**config.mk**
```make
export PLATFORM = sky130hd
export DESIGN_NAME = sc_uart
export DESIGN_NICKNAME = d
export VERILOG_FILES = /design/src/rtl/sc_uart_pkg.sv /design/src/rtl/sc_sync.sv /design/src/rtl/sc_baud_gen.sv /design/src/rtl/sc_tx.sv /design/src/rtl/sc_rx.sv /design/src/rtl/sc_uart.sv
export SDC_FILE = /design/constraint.sdc
export NUM_CORES = 1
export LEC_CHECK = 0
export ABC_AREA = 1
export CAP_MARGIN = 20
export CORE_UTILIZATION = 40
export DETAILED_ROUTE_END_ITERATION = 7
export GPL_TIMING_DRIVEN = 0
export PLACE_DENSITY_LB_ADDON = 0.05
export SLEW_MARGIN = 20
export SYNTH_ARGS = -nofsm -noshare
export SYNTH_HDL_FRONTEND = slang
export SYNTH_SLANG_ARGS = --single-unit
```
**constraint.sdc**
```tcl
create_clock -name clk -period 2.5 [get_ports clk]
set_input_delay 0.75 -clock clk [delete_from_list [all_inputs] [get_ports clk]]
set_output_delay 0.75 -clock clk [all_outputs]
set_load 0.1 [all_outputs]
```
**src/rtl/sc_uart_pkg.sv**
```systemverilog
package sc_uart_pkg;

   typedef enum logic [1:0] {
      SEL_DIV1  = 2'b00,
      SEL_DIV8  = 2'b01,
      SEL_DIV2N = 2'b10,
      SEL_ALT1  = 2'b11
   } clk_sel_e;

   typedef enum logic {
      RX_IDLE = 1'b0,
      RX_ACT  = 1'b1
   } rx_state_e;

endpackage

```
**src/rtl/sc_sync.sv**
```systemverilog
module sc_sync #(
   parameter int   STAGES  = 2,
   parameter logic RST_VAL = 1'b1
) (
   input  logic clk,
   input  logic rst_n,
   input  logic d,
   output logic q
);

   generate
      if (STAGES == 0) begin : g_pass
         assign q = d;
      end else begin : g_chain
         logic [STAGES-1:0] r;
         always_ff @(posedge clk or negedge rst_n) begin
            if (!rst_n) begin
               r <= {STAGES{RST_VAL}};
            end else begin
               r[0] <= d;
               for (int i = 1; i < STAGES; i++) r[i] <= r[i-1];
            end
         end
         assign q = r[STAGES-1];
      end
   endgenerate

endmodule

```
**src/rtl/sc_baud_gen.sv**
```systemverilog
module sc_baud_gen
   import sc_uart_pkg::*;
#(
   parameter int BAUD_W = 8,
   parameter int DIVN_W = 4
) (
   input  logic              clk,
   input  logic              rst_n,
   input  logic [1:0]        clk_sel,
   input  logic [DIVN_W-1:0] div_n,
   input  logic [BAUD_W-1:0] baud_m,
   output logic              tick
);

   localparam int PRE_W = (DIVN_W + 1 > 3) ? DIVN_W + 1 : 3;

   logic [PRE_W-1:0]  pcnt;
   logic [PRE_W-1:0]  lim;
   logic              ce;
   logic [BAUD_W-1:0] bcnt;

   // prescaler terminal count for the selected source
   always_comb begin
      case (clk_sel_e'(clk_sel))
         SEL_DIV8:  lim = PRE_W'(7);
         SEL_DIV2N: lim = (div_n == '0) ? '0 : PRE_W'({div_n, 1'b0}) - PRE_W'(1);
         default:   lim = '0;
      endcase
   end

   assign ce   = (pcnt >= lim);
   assign tick = ce && (bcnt == '0);

   always_ff @(posedge clk or negedge rst_n) begin
      if (!rst_n) begin
         pcnt <= '0;
         bcnt <= '0;
      end else begin
         pcnt <= ce ? '0 : pcnt + PRE_W'(1);
         if (ce) bcnt <= (bcnt == '0) ? baud_m : bcnt - BAUD_W'(1);
      end
   end

   // a nonzero reload keeps sub-bit ticks apart
   a_r2_tick_gap: assert property (@(posedge clk) disable iff (!rst_n)
      (tick && baud_m != '0) |=> !tick);
   // divide-by-8 enable is never on two cycles running
   a_r2_div8_gap: assert property (@(posedge clk) disable iff (!rst_n)
      (ce && clk_sel == SEL_DIV8) |=> (!ce || clk_sel != SEL_DIV8));

endmodule

```
**src/rtl/sc_tx.sv**
```systemverilog
module sc_tx #(
   parameter int DATA_W = 8,
   parameter int OVS    = 16
) (
   input  logic              clk,
   input  logic              rst_n,
   input  logic              tick,
   input  logic              tx_en,
   input  logic              wr,
   input  logic [DATA_W-1:0] wdata,
   input  logic              line_s,
   output logic              drv_low,
   output logic              buf_empty,
   output logic              sh_empty,
   output logic              err,
   output logic              load_evt,
   output logic              done_evt
);

   localparam int FRM   = DATA_W + 3;
   localparam int IDX_W = $clog2(FRM);
   localparam int CNT_W = $clog2(OVS);
   localparam logic [IDX_W-1:0] STOP_IDX = IDX_W'(FRM - 1);
   localparam logic [CNT_W-1:0] MID      = CNT_W'(OVS / 2 - 1);
   localparam logic [CNT_W-1:0] LAST     = CNT_W'(OVS - 1);

   logic [DATA_W-1:0] tbuf;
   logic              tfull;
   logic [FRM-1:0]    sh;
   logic              busy;
   logic [IDX_W-1:0]  idx;
   logic [CNT_W-1:0]  cnt;

   assign load_evt  = !busy && tfull && tx_en && tick;
   assign done_evt  = busy && tick && (cnt == LAST) && (idx == STOP_IDX);
   assign drv_low   = busy && !sh[0];
   assign buf_empty = !tfull;
   assign sh_empty  = !busy;

   always_ff @(posedge clk or negedge rst_n) begin
      if (!rst_n) begin
         tbuf  <= '0;
         tfull <= 1'b0;
         sh    <= '1;
         busy  <= 1'b0;
         idx   <= '0;
         cnt   <= '0;
         err   <= 1'b0;
      end else begin
         if (wr) tbuf <= wdata;
         tfull <= wr ? 1'b1 : (load_evt ? 1'b0 : tfull);
         if (load_evt) begin
            sh   <= {1'b1, ^tbuf, tbuf, 1'b0};
            busy <= 1'b1;
            idx  <= '0;
            cnt  <= '0;
            err  <= 1'b0;
         end else if (busy && tick) begin
            cnt <= cnt + CNT_W'(1);
            // far end answers a bad character by holding the stop slot low
            if (cnt == MID && idx == STOP_IDX && !line_s) err <= 1'b1;
            if (cnt == LAST) begin
               cnt <= '0;
               sh  <= {1'b1, sh[FRM-1:1]};
               if (idx == STOP_IDX) busy <= 1'b0;
               else                 idx  <= idx + IDX_W'(1);
            end
         end
      end
   end

   // a tick with a full buffer starts the shift register
   a_r3_load: assert property (@(posedge clk) disable iff (!rst_n)
      (!busy && tfull && tx_en && tick && !wr) |=> (busy && !tfull));
   // the stop slot is always released by the transmitter
   a_r4_stop_released: assert property (@(posedge clk) disable iff (!rst_n)
      (busy && idx == STOP_IDX) |-> !drv_low);
   // a new character starts with a clear error flag
   a_r5_err_clear: assert property (@(posedge clk) disable iff (!rst_n)
      $rose(busy) |-> !err);
   // slot index moves only at a slot boundary
   a_r1_slot_hold: assert property (@(posedge clk) disable iff (!rst_n)
      (busy && !(tick && cnt == LAST)) |=> (idx == $past(idx)));

endmodule

```
**src/rtl/sc_rx.sv**
```systemverilog
module sc_rx
   import sc_uart_pkg::*;
#(
   parameter int DATA_W = 8,
   parameter int OVS    = 16
) (
   input  logic              clk,
   input  logic              rst_n,
   input  logic              tick,
   input  logic              rx_en,
   input  logic              line_s,
   input  logic              rd,
   output logic              drv_low,
   output logic [DATA_W-1:0] data,
   output logic              valid,
   output logic              perr,
   output logic              done_evt
);

   localparam int FRM   = DATA_W + 3;
   localparam int IDX_W = $clog2(FRM);
   localparam int CNT_W = $clog2(OVS);
   localparam logic [IDX_W-1:0] STOP_IDX = IDX_W'(FRM - 1);
   localparam logic [IDX_W-1:0] PAR_IDX  = IDX_W'(FRM - 2);
   localparam logic [CNT_W-1:0] MID      = CNT_W'(OVS / 2 - 1);
   localparam logic [CNT_W-1:0] LAST     = CNT_W'(OVS - 1);

   rx_state_e        st;
   logic             line_prev;
   logic [IDX_W-1:0] idx;
   logic [CNT_W-1:0] cnt;
   logic [DATA_W:0]  sh;
   logic             low_q;

   assign drv_low  = low_q;
   assign done_evt = (st == RX_ACT) && tick && (cnt == LAST) && (idx == STOP_IDX);

   always_ff @(posedge clk or negedge rst_n) begin
      if (!rst_n) begin
         st        <= RX_IDLE;
         line_prev <= 1'b1;
         idx       <= '0;
         cnt       <= '0;
         sh        <= '0;
         low_q     <= 1'b0;
         data      <= '0;
         valid     <= 1'b0;
         perr      <= 1'b0;
      end else begin
         line_prev <= line_s;
         if (done_evt) valid <= 1'b1;
         else if (rd)  valid <= 1'b0;
         case (st)
            RX_IDLE: begin
               if (rx_en && line_prev && !line_s) begin
                  st  <= RX_ACT;
                  idx <= '0;
                  cnt <= '0;
               end
            end
            default: begin
               if (tick) begin
                  cnt <= cnt + CNT_W'(1);
                  if (cnt == MID) begin
                     if (idx == '0) begin
                        if (line_s) st <= RX_IDLE;   // glitch, not a start bit
                     end else if (idx != STOP_IDX) begin
                        sh <= {line_s, sh[DATA_W:1]};
                     end
                  end
                  if (cnt == LAST) begin
                     cnt <= '0;
                     if (idx == PAR_IDX) begin
                        low_q <= ^sh;                // odd count of ones: reject
                        idx   <= idx + IDX_W'(1);
                     end else if (idx == STOP_IDX) begin
                        st    <= RX_IDLE;
                        low_q <= 1'b0;
                        data  <= sh[DATA_W-1:0];
                        perr  <= low_q;
                     end else begin
                        idx <= idx + IDX_W'(1);
                     end
                  end
               end
            end
         endcase
      end
   end

   // the error pull-down lives only inside the stop slot
   a_r8_low_in_stop: assert property (@(posedge clk) disable iff (!rst_n)
      drv_low |-> (st == RX_ACT && idx == STOP_IDX));
   // a start bit that is high at mid-bit is dropped
   a_r6_abort: assert property (@(posedge clk) disable iff (!rst_n)
      (st == RX_ACT && idx == '0 && tick && cnt == MID && line_s) |=> (st == RX_IDLE));
   // a waiting byte stays flagged until read
   a_r7_valid_hold: assert property (@(posedge clk) disable iff (!rst_n)
      (valid && !rd) |=> valid);

endmodule

```
**src/rtl/sc_uart.sv**
```systemverilog
module sc_uart #(
   parameter int DATA_W      = 8,
   parameter int BAUD_W      = 8,
   parameter int DIVN_W      = 4,
   parameter int OVS         = 16,
   parameter int SYNC_STAGES = 2
) (
   input  logic              clk,
   input  logic              rst_n,
   input  logic              tx_en,
   input  logic              rx_en,
   input  logic [1:0]        clk_sel,
   input  logic [DIVN_W-1:0] div_n,
   input  logic [BAUD_W-1:0] baud_m,
   input  logic              tx_irq_at_end,
   input  logic              tx_wr,
   input  logic [DATA_W-1:0] tx_wdata,
   input  logic              rx_rd,
   output logic [DATA_W-1:0] rx_rdata,
   input  logic              tx_ack,
   input  logic              rx_ack,
   output logic              tx_buf_empty,
   output logic              tx_idle,
   output logic              tx_err,
   output logic              rx_valid,
   output logic              rx_perr,
   output logic              tx_irq,
   output logic              rx_irq,
   input  logic              line_in,
   output logic              line_drive_low
);

   generate
      if (OVS < 4 || (OVS & (OVS - 1)) != 0) begin : g_bad_ovs
         $error("OVS must be a power of two of at least 4");
      end
      if (DATA_W < 1) begin : g_bad_data
         $error("DATA_W must be positive");
      end
      if (BAUD_W < 1 || DIVN_W < 1) begin : g_bad_div
         $error("BAUD_W and DIVN_W must be positive");
      end
      if (SYNC_STAGES < 0 || SYNC_STAGES > 4) begin : g_bad_sync
         $error("SYNC_STAGES must lie in 0..4");
      end
   endgenerate

   logic line_s, tick;
   logic tx_low, rx_low;
   logic tx_load, tx_done, rx_done;

   sc_sync #(.STAGES(SYNC_STAGES), .RST_VAL(1'b1)) u_sync (
      .clk(clk), .rst_n(rst_n), .d(line_in), .q(line_s));

   sc_baud_gen #(.BAUD_W(BAUD_W), .DIVN_W(DIVN_W)) u_baud (
      .clk(clk), .rst_n(rst_n), .clk_sel(clk_sel), .div_n(div_n),
      .baud_m(baud_m), .tick(tick));

   sc_tx #(.DATA_W(DATA_W), .OVS(OVS)) u_tx (
      .clk(clk), .rst_n(rst_n), .tick(tick), .tx_en(tx_en), .wr(tx_wr),
      .wdata(tx_wdata), .line_s(line_s), .drv_low(tx_low),
      .buf_empty(tx_buf_empty), .sh_empty(tx_idle), .err(tx_err),
      .load_evt(tx_load), .done_evt(tx_done));

   sc_rx #(.DATA_W(DATA_W), .OVS(OVS)) u_rx (
      .clk(clk), .rst_n(rst_n), .tick(tick), .rx_en(rx_en), .line_s(line_s),
      .rd(rx_rd), .drv_low(rx_low), .data(rx_rdata), .valid(rx_valid),
      .perr(rx_perr), .done_evt(rx_done));

   // open-drain: either end may only pull the wire down
   assign line_drive_low = tx_low | rx_low;

   always_ff @(posedge clk or negedge rst_n) begin
      if (!rst_n) begin
         tx_irq <= 1'b0;
         rx_irq <= 1'b0;
      end else begin
         if (tx_irq_at_end ? tx_done : tx_load) tx_irq <= 1'b1;
         else if (tx_ack)                       tx_irq <= 1'b0;
         if (rx_done)     rx_irq <= 1'b1;
         else if (rx_ack) rx_irq <= 1'b0;
      end
   end

   // request flags persist until acknowledged
   a_r11_tx_irq_hold: assert property (@(posedge clk) disable iff (!rst_n)
      (tx_irq && !tx_ack) |=> tx_irq);
   a_r11_rx_irq_hold: assert property (@(posedge clk) disable iff (!rst_n)
      (rx_irq && !rx_ack) |=> rx_irq);
   // completion-mode request arrives with the shift register empty
   a_r10_irq_at_end: assert property (@(posedge clk) disable iff (!rst_n)
      ($rose(tx_irq) && $past(tx_irq_at_end)) |-> tx_idle);

endmodule

```
# Yosys cells after proc, flatten, opt, wreduce, memory -nomap -nowiden
# Index checks and enable logic that the tools add are counted.
# word_totals
word_cells	139
regBits	77
output_inout_bits	16
# classes
bitwise_logic	3
eq_ne	14
magnitude_cmp	1
n_mux	50
addsub	7
n_reduce_logical	43
# op_table
cell	n
$mux W4	16
$mux W11	3
$mux W1	27
$eq A4 B4 Y1 const B	5
$reduce_bool A2 Y1	10
$add A4 B1 Y4 const B	4
$logic_and A1 B1 Y1	15
$mux W5	2
$pmux W5 S2	1
$reduce_and A5 Y1	2
$reduce_xor A9 Y1	1
$eq A4 B3 Y1 const B	2
$logic_not A4 Y1	2
$logic_not A8 Y1	1
$mux W8	1
$reduce_and A4 Y1	2
$reduce_xor A8 Y1	1
$sub A8 B1 Y8 const B	1
$reduce_and A2 Y1	3
$reduce_and A3 Y1	2
$add A5 B1 Y5 const B	1
$ge A5 B5 Y1	1
$sub A5 B1 Y5 const B	1
$logic_not A1 Y1	4
other kinds (8)	10

# Logic depth before layout (Yosys ltp)
# Gate-level depths: netlist of run 1.
# logic_depth
depth_word	10
depth_mapped	20
mapped_depth_nobuf	19

# By module
# From an unflattened synthesis of run 1, not the netlist that was laid out.
# unflattened
cells_unflattened	529
area_unflattened_um2	4344.2
# by_module_without_submodules
module	seq_area_each_um2	area_each_um2	instances	cells_per_inst
sc_tx	738.2	1582.8	1	184
sc_rx	752.0	1532.7	1	178
sc_baud_gen	325.3	1084.8	1	154
sc_uart	50.0	91.3	1	11
sc_sync	52.6	52.6	1	2

# Least setup slack after synthesis of run 1
# No wires, ideal clock.
# synth_timing
kind	register to output
from	reg u_tx.busy
to	out line_drive_low
path_buffers	0
path_stages_with_launch	3
t_arrival_ps	2329
setup_slack_ps	-579
cell_sequence	dfrtp_1 inv_1 o21bai_1
# synth_between
elab_chain_len	2
# synth_rtl
item	line	text
from (decl)	sc_tx.sv:30	logic busy;
from (signal assigned)	sc_tx.sv:45	busy <= 1'b0;
from (signal assigned)	sc_tx.sv:54	busy <= 1'b1;
from (signal assigned)	sc_tx.sv:65	if (idx == STOP_IDX) busy <= 1'b0;
$logic_and A1 B1 Y1	sc_tx.sv:36	assign drv_low = busy && !sh[0];
$or A1 B1 Y1	sc_uart.sv:71	assign line_drive_low = tx_low | rx_low;
to (decl)	sc_uart.sv:30	output logic line_drive_low
# No other way between the ends.

# Worst setup path after layout of run 1
# layout_timing
from	in div_n[1]
to	reg u_tx.sh[9]
# layout_between
elab_chain_len	8
elab_cells_between_ends	12
cone_classes	add/sub (1); order compare (1); mux (3); reduce/logical (7)
# layout_rtl
item	line	text
from (decl)	sc_uart.sv:13	input logic [DIVN_W-1:0] div_n,
$sub A5 B1 Y5 or $logic_not A4 Y1 (tied branches)	sc_baud_gen.sv:26	SEL_DIV2N: lim = (div_n == '0) ? '0 : PRE_W'({div_n, 1'b0}) - PRE_W'(1);
$mux W5 (*)	sc_baud_gen.sv:26	
$pmux W5 S2 (*)	sc_baud_gen.sv:24	case (clk_sel_e'(clk_sel))
$ge A5 B5 Y1 (*)	sc_baud_gen.sv:31	assign ce = (pcnt >= lim);
$logic_and A1 B1 Y1 (*)	sc_baud_gen.sv:32	assign tick = ce && (bcnt == '0);
$logic_and A1 B1 Y1 (on tied branches)	sc_tx.sv:34, sc_tx.sv:58	
$reduce_bool A2 Y1 (no line)	n/a	
$reduce_and A2 Y1 (no line)	n/a	
to (signal assigned)	sc_tx.sv:53	sh <= {1'b1, ^tbuf, tbuf, 1'b0};
to (signal assigned)	sc_tx.sv:64	sh <= {1'b1, sh[FRM-1:1]};
to (decl)	sc_tx.sv:29	logic [FRM-1:0] sh;
# Every way passes the cells marked *; elsewhere a longest branch is shown, timed or not.
# A chain may end at the register's enable or synchronous reset.

==> results of run 1 <==
==> cell type report <==
cell class / instances / area [sq um]
Timing Repair Buffer: 62 / 620.6
Sequential cell: 76 / 1918
Inverter: 77 / 316.6
Buffer: 9 / 76.32
Timing Repair inverter: 1 / 7.507
Multi-Input combinational cell: 358 / 2110
Clock buffer: 12 / 155.1
Fill cell: 920 / 4491
Clock inverter: 4 / 48.80
Tap cell: 133 / 166.4
==> cells by family after synthesis <==
logic type	count (synthesis)
buffers and inverters	86
xor gates and xnor gates	13
AOI/OAI and AO/OA	84
DFF	76
adders and majority gates	19
and+or+nand+nor	241
==> critical path: stages <==
cell                      delay (ns)
sky130_fd_sc_hd__buf_12         0.09
sky130_fd_sc_hd__inv_12         0.03
sky130_fd_sc_hd__ha_4           0.14
sky130_fd_sc_hd__nand2_2        0.06
sky130_fd_sc_hd__nand2_2        0.06
sky130_fd_sc_hd__inv_2          0.07
sky130_fd_sc_hd__nor2_4         0.04
sky130_fd_sc_hd__nor2_4         0.12
sky130_fd_sc_hd__o21ai_2        0.07
sky130_fd_sc_hd__ha_1           0.29
sky130_fd_sc_hd__nand2_1        0.08
sky130_fd_sc_hd__nor2_1         0.04
sky130_fd_sc_hd__nand2_1        0.09
sky130_fd_sc_hd__nand3_4        0.17
sky130_fd_sc_hd__nand3_4        0.18
sky130_fd_sc_hd__inv_4          0.05
sky130_fd_sc_hd__nor2_4         0.19
sky130_fd_sc_hd__buf_6          0.15
sky130_fd_sc_hd__nand2_2        0.04
sky130_fd_sc_hd__nand2_1        0.05
sky130_fd_sc_hd__inv_1          0.04
==> layer usage <==
metal / share of wire [%] / global-route usage (%) / wire length, um
met2: 49 / 31.26 / 4469
met5: 0 / 0 / 0
met3: 3.7 / 4.279 / 342
met1: 47 / 23.49 / 4283
met4: 1.2 / 4.762 / 106
==> worst max path at each step <==
| stage | start | to | slack [ns] | depth (start not counted) |
|---|---|---|---|---|
| 2_1_floorplan | div_n[1] | u_rx.data[1]$_DFFE_PN0P_ | -0.17 | 17 |
| 3_3_place_gp | rst_n | u_tx.tbuf[4]$_DFFE_PN0P_ | -2.16 | 1 |
| 3_5_place_dp | div_n[1] | u_rx.data[1]$_DFFE_PN0P_ | -1.25 | 18 |
| 4_1_cts | div_n[1] | u_tx.sh[7]$_DFFE_PN1P_ | 0.001 | 20 |
| 5_1_grt | div_n[1] | u_tx.sh[9]$_DFFE_PN1P_ | -0.19 | 21 |
| 6_report | div_n[1] | u_tx.sh[9]$_DFFE_PN1P_ | -0.009 | 21 |
==> power breakdown <==
part	leakage [nW]	internal [mW]	total, mW	switching, mW
logic	1.61	0.408	1.20	0.792
registers	0.916	1.42	1.57	0.145
clock network	0.106	0.515	0.968	0.453
total	2.63	2.35	3.74	1.39
==> what timing repair did <==
item,CTS,global route
buffers inserted,7,5
hold buffers,0,0
resized for setup,82,56
gates cloned,5,0
endpoints found under the hold margin,0,0
pin swaps,19,9
setup endpoints to repair,81,62
==> synthesized netlist by cell type (all sizes together), types with 4 or more instances <==
cell type | number | area [sq um]
or2 | 4 | 25.02
buf | 7 | 53.80
dfrtp | 63 | 1577
o21ai | 66 | 334.1
nand4 | 4 | 25.02
xnor2 | 5 | 43.79
nor2 | 25 | 120.1
nand3 | 33 | 215.2
ha | 19 | 237.7
inv | 77 | 289.0
xor2 | 8 | 70.07
nand2 | 169 | 636.9
a21oi | 10 | 50.05
nor3 | 4 | 31.28
dfstp | 13 | 341.6
==> sequential cells by signal, indices dropped and copies added (netlist names), 2 cells and up <==
signal / flops
u_tx.sh: 10
u_rx.sh: 9
u_baud.bcnt: 8
u_rx.data: 8
u_tx.tbuf: 8
u_baud.pcnt: 5
u_rx.cnt: 4
u_rx.idx: 4
u_tx.cnt: 4
u_tx.idx: 4
u_sync.g_chain.r: 2
==> metrics by stage <==
stage | cells | hold WS, ns | worst slack [ns]
2_1_floorplan | 519 | 0.3452 | -0.1724
3_3_place_gp | 699 | 0.3486 | -2.158
3_5_place_dp | 700 | 0.3517 | -1.247
4_1_cts | 728 | 0.2914 | 0.001165
5_1_grt | 732 | 0.2958 | -0.1877
6_report | 732 | 0.2931 | -0.009351
==> impl_metrics.tcl, run 1 <==
set metrics [dict create \
    endpoint_kind "register" \
    floorplan.core_area_sq_um 9910 \
    finish.utilization_pct 54.68 \
    synth.net_count 570 \
    regToRegEndpoint "u_tx.sh[9]$_DFFE_PN1P_" \
    postSynthRegisterBits 76 \
    timing_worst_setup_path_type "in2reg" \
    synth-edff-count 0 \
    maxSlewHeadroom_pct 35.41 \
    ys_warn_count 0 \
    pwr_density_cell_nw_per_um2 689.7 \
    maximum_number_of_pins_on_one_net_before_global_route_repair 56 \
    timing.reg2reg.setup_slack_ns 0.58 \
    p_leak_nw 2.632 \
    gp_congestion 0.8339 \
    rr_startpoint "u_baud.pcnt[2]$_DFF_PN0_" \
    antenna_violations_before_repair 0 \
    worst_skew_pair.late_latency_ns 0.35 \
    tritoncts.num_buffers 9 \
    residual_overflow_from_global_routing 0 \
    die_h_um 103.6 \
    critical_path_peak_fanout 7 \
    irDropWorstVdd_mv 0.3604 \
    netlist_instances 519 \
    setup.worst_path.start_class "input port" \
    post-layout-total-power_mw 3.737 \
    grt_pass1_wl_um 16090 \
    adder_cell_fraction_of_synth_area_pct 5.756 \
    grt_use_total_pct 18.39 \
    cts_tree "built" \
    setup_viol_count_final 4 \
    port-buffer-count 47 \
    post-route-drc-count 0 \
    dieWidth_um 103.6 \
    rsz0062_at_grt "yes" \
    detailed_place_hpwl_um 6210 \
    detail-route-antenna-nets 0 \
    clockRootBuffer "sky130_fd_sc_hd__clkbuf_8" \
    finalNetCount 645 \
    fp.dieArea_sq_um 10740 \
    routed_via_density 4.822 \
    drt-initial-drc-count 96 \
    timing_max_transition_violations_final 0 \
    start_util_pct 41.68 \
    final_cell_area_sq_um 5419 \
    num_vias 3530 \
    synthMuxAreaShare_pct 0 \
    synth_async_sr_flop_share_pct 100.0 \
    syn_area_sq_um 4130 \
    worstRegToRegCells 12 \
    final_antenna_diode_count 0 \
    max-cap-violations 0 \
    drive_gt1_share_pct 21.37 \
    finalHoldViolations 0 \
    post_synth.cell_area_avg_sq_um 7.958 \
    yosys.area_share.simple_pct 25.84 \
    detail_route.wl_per_cell_um 12.57 \
    worst_clk_skew_ns 0.009207 \
    postLayoutSetupSlackWorst_ns -0.009351 \
    synth_xor_area_share_pct 2.757 \
    drt_first_pass_iters 7 \
    synth_top_family_by_area "simple AND/OR/NAND/NOR gates" \
    timing.final.crit_share_pct 100.4 \
    timing_worst_slew_pin_value_ns 0.9727 \
    routed_wirelength_um 9201 \
    ys_dominant_reg_cell "sky130_fd_sc_hd__dfrtp_1" \
    clock_path_buffers 2 \
    layout.cells.most_common_list "155 x sky130_fd_sc_hd__nand2_1, 67 x sky130_fd_sc_hd__inv_1, 63 x sky130_fd_sc_hd__dfrtp_1" \
    worst_setup_hold_path_clk_slew_ns 0.08 \
    synth.distinct_cells 35 \
    setup_total_negative_slack_ns -0.01943 \
    seq_area_frac_synth_pct 46.44 \
    most_common_cell_after_layout_fill_and_taps_aside "sky130_fd_sc_hd__nand2_1" \
    outcome "finished with violations" \
    synth_compound_area_share_pct 10.72 \
    top_level_ports 48 \
    worst_ep_required_time_ns 2.78 \
    area_growth_pct 31.20 \
    clock.fmax_mhz 398.5 \
    violations "setup timing" \
    cts.htree.levels 3 \
    first_global_vias 3461 \
    timing.hold.worst.class "in2async" \
    critical_path_arrival_ns 2.79 \
    finalWorstPathRequiredPeriod_ns 2.509 \
    number_of_sinks_driven_by_the_clock_tree 76 \
    place_area_sq_um 4836 \
    num_rows 36 \
]
Power figures use the tool's default switching activity.
==> run 2, diff against run 1 <==
PLACE_DENSITY = 0.67   (was not set)
PLACE_DENSITY_LB_ADDON = not set   (was 0.05)
SLEW_MARGIN = not set   (was 20)
==> run 2 against run 1 <==
  * The flow still finishes with violations (setup timing)
  * Via count up 1.2%
  * Combinational power up 12%
  * Worst hold slack better by 0.019 ns
  * Final area up 2.0%
  * Routed wire length up 1.3%
  * Sequential power about the same
  * Power up 4.8%
  * Largest cell class unchanged
  * Largest power group unchanged
==> impl_metrics.tcl, run 2 (synthesized netlist as in run 1, its figures left out) <==
set metrics [dict create \
    post-layout-total-power_mw 3.918 \
    post-place-ws_ns -1.258 \
    clock.fmax_mhz 393.1 \
    critPathBufInv 5 \
    residual_overflow_from_global_routing 0 \
    dieWidth_um 103.6 \
    drt_first_pass_iters 4 \
    final_cell_area_sq_um 5528 \
    stdcell_count 736 \
    finalHoldViolations 0 \
    crit_path_max_incr_delay_ns 0.29 \
    endpoint_kind "register" \
    irDropWorstVdd_mv 0.4792 \
    tritoncts.num_buffers 9 \
    fp.dieArea_sq_um 10740 \
    critical_path.cell_chain "buf_8 > inv_8 > ha_4 > nand2_2 > nand2_4 > inv_2 > nor2_4 > nor2_4 > o21ai_2 > ha_1 > nand2_1 > nor2_2 > nand2_2 > nand3_4 > nand3_4 > inv_4 > nand3_4 > buf_12 > nand2_2 > o21ai_1" \
    clock_path_buffers 2 \
    rr_startpoint "u_baud.pcnt[4]$_DFF_PN0_" \
    max-cap-violations 0 \
    timing.hold.worst.class "in2async" \
    die_h_um 103.6 \
    layout.cells.most_common_list "142 x sky130_fd_sc_hd__nand2_1, 67 x sky130_fd_sc_hd__inv_1, 63 x sky130_fd_sc_hd__dfrtp_1" \
    finalWorstPathRequiredPeriod_ns 2.544 \
    routed_wirelength_um 9322 \
    detail_route.wl_per_cell_um 12.67 \
    pwr_density_cell_nw_per_um2 708.9 \
    top_level_ports 48 \
    setup_total_negative_slack_ns -0.4401 \
    num_vias 3573 \
    dp_cells 700 \
    largestRegisters "u_tx.sh x10, u_rx.sh x9" \
    family_with_the_most_delay_on_the_worst_path "simple AND/OR/NAND/NOR gates" \
    port-buffer-count 47 \
    whs_ns 0.3121 \
    post-route-drc-count 0 \
    cts.htree.levels 3 \
    outcome "finished with violations" \
    maximum_number_of_pins_on_one_net_before_global_route_repair 51 \
    p_leak_nw 2.646 \
    number_of_sinks_driven_by_the_clock_tree 76 \
    drive_gt1_share_pct 24.21 \
    regToRegEndpoint "u_tx.sh[3]$_DFFE_PN1P_" \
    timing_worst_slew_pin_value_ns 0.9601 \
    place_area_sq_um 4836 \
    area_growth_pct 33.84 \
    worstRegToRegCells 11 \
    final_antenna_diode_count 0 \
    num_rows 36 \
    setup_viol_count_final 19 \
    detailed_place_hpwl_um 6361 \
    register_bank_with_the_most_flops "u_tx.sh" \
    worst_ep_required_time_ns 2.74 \
    critical_path_arrival_ns 2.78 \
    setup.worst_path.start_class "input port" \
    routed_via_density 4.855 \
    cpMaxStageDelayCell "sky130_fd_sc_hd__ha_1" \
    timing_worst_setup_path_type "in2reg" \
    worst_skew_pair.late_latency_ns 0.35 \
    largest_reg_flops 10 \
    maxSlewHeadroom_pct 36.25 \
    worst_setup_hold_path_clk_slew_ns 0.08 \
    rsz0062_at_grt "yes" \
    violations "setup timing" \
    grt_use_total_pct 18.80 \
    drt-initial-drc-count 195 \
    most_common_cell_after_layout_fill_and_taps_aside "sky130_fd_sc_hd__nand2_1" \
    start_util_pct 41.68 \
    grt_pass1_wl_um 16560 \
    detail-route-antenna-nets 0 \
    finalNetCount 649 \
    worst_clk_skew_ns 0.01043 \
    timing_max_transition_violations_final 0 \
    timing.reg2reg.setup_slack_ns 0.55 \
    finish.utilization_pct 55.78 \
    clockRootBuffer "sky130_fd_sc_hd__clkbuf_8" \
    first_global_vias 3706 \
    antenna_violations_before_repair 0 \
    gp_congestion 0.8334 \
    path_depth 20 \
    floorplan.core_area_sq_um 9910 \
    postLayoutSetupSlackWorst_ns -0.04357 \
    critical_path_peak_fanout 6 \
    timing.final.crit_share_pct 101.7 \
    cts_tree "built" \
]
## run 2: worst max-delay path by stage
stage	start	to	slack [ns]
2_1_floorplan	div_n[1]	u_rx.data[1]$_DFFE_PN0P_	-0.17
5_1_grt	div_n[0]	u_tx.sh[3]$_DFFE_PN1P_	-0.15
6_report	div_n[0]	u_rx.sh[3]$_DFFE_PN0P_	-0.04
4_1_cts	div_n[1]	u_rx.sh[8]$_DFFE_PN0P_	-0.03
3_3_place_gp	rst_n	u_tx.tbuf[5]$_DFFE_PN0P_	-2.00
3_5_place_dp	div_n[1]	u_rx.data[1]$_DFFE_PN0P_	-1.26
## run 2: area by class of cell
class	instances	area, sq um
timing repair inverter	1	7.507
timing repair buffer	67	676.9
fill	914	4382
clock inverter	3	45.04
buffer	9	82.58
inverter	77	317.8
multi-input combinational	357	2145
sequential	76	1918
tap	133	166.4
clock buffer	13	168.9
## run 2: report_power, final
group | switching (mW) | leakage (nW) | internal, mW
clock | 0.453 | 0.102 | 0.544
combinational | 0.855 | 1.63 | 0.489
sequential | 0.153 | 0.916 | 1.42
total | 1.46 | 2.65 | 2.46
## run 2: timing repair
item | CTS | global route
pin swaps | 24 | 13
buffers inserted | 11 | 5
hold buffers | 0 | 0
cloned | 4 | 0
gates resized for setup | 99 | 60
endpoints found under the setup margin | 81 | 58
## run 2: routing by layer
| metal | share of wire (%) | wire [um] | GRT usage, % |
|---|---|---|---|
| met2 | 50 | 4669 | 32.79 |
| met4 | 1.1 | 106 | 5.176 |
| met1 | 45 | 4177 | 23.42 |
| met3 | 4.0 | 369 | 4.028 |
| met5 | 0 | 0 | 0 |
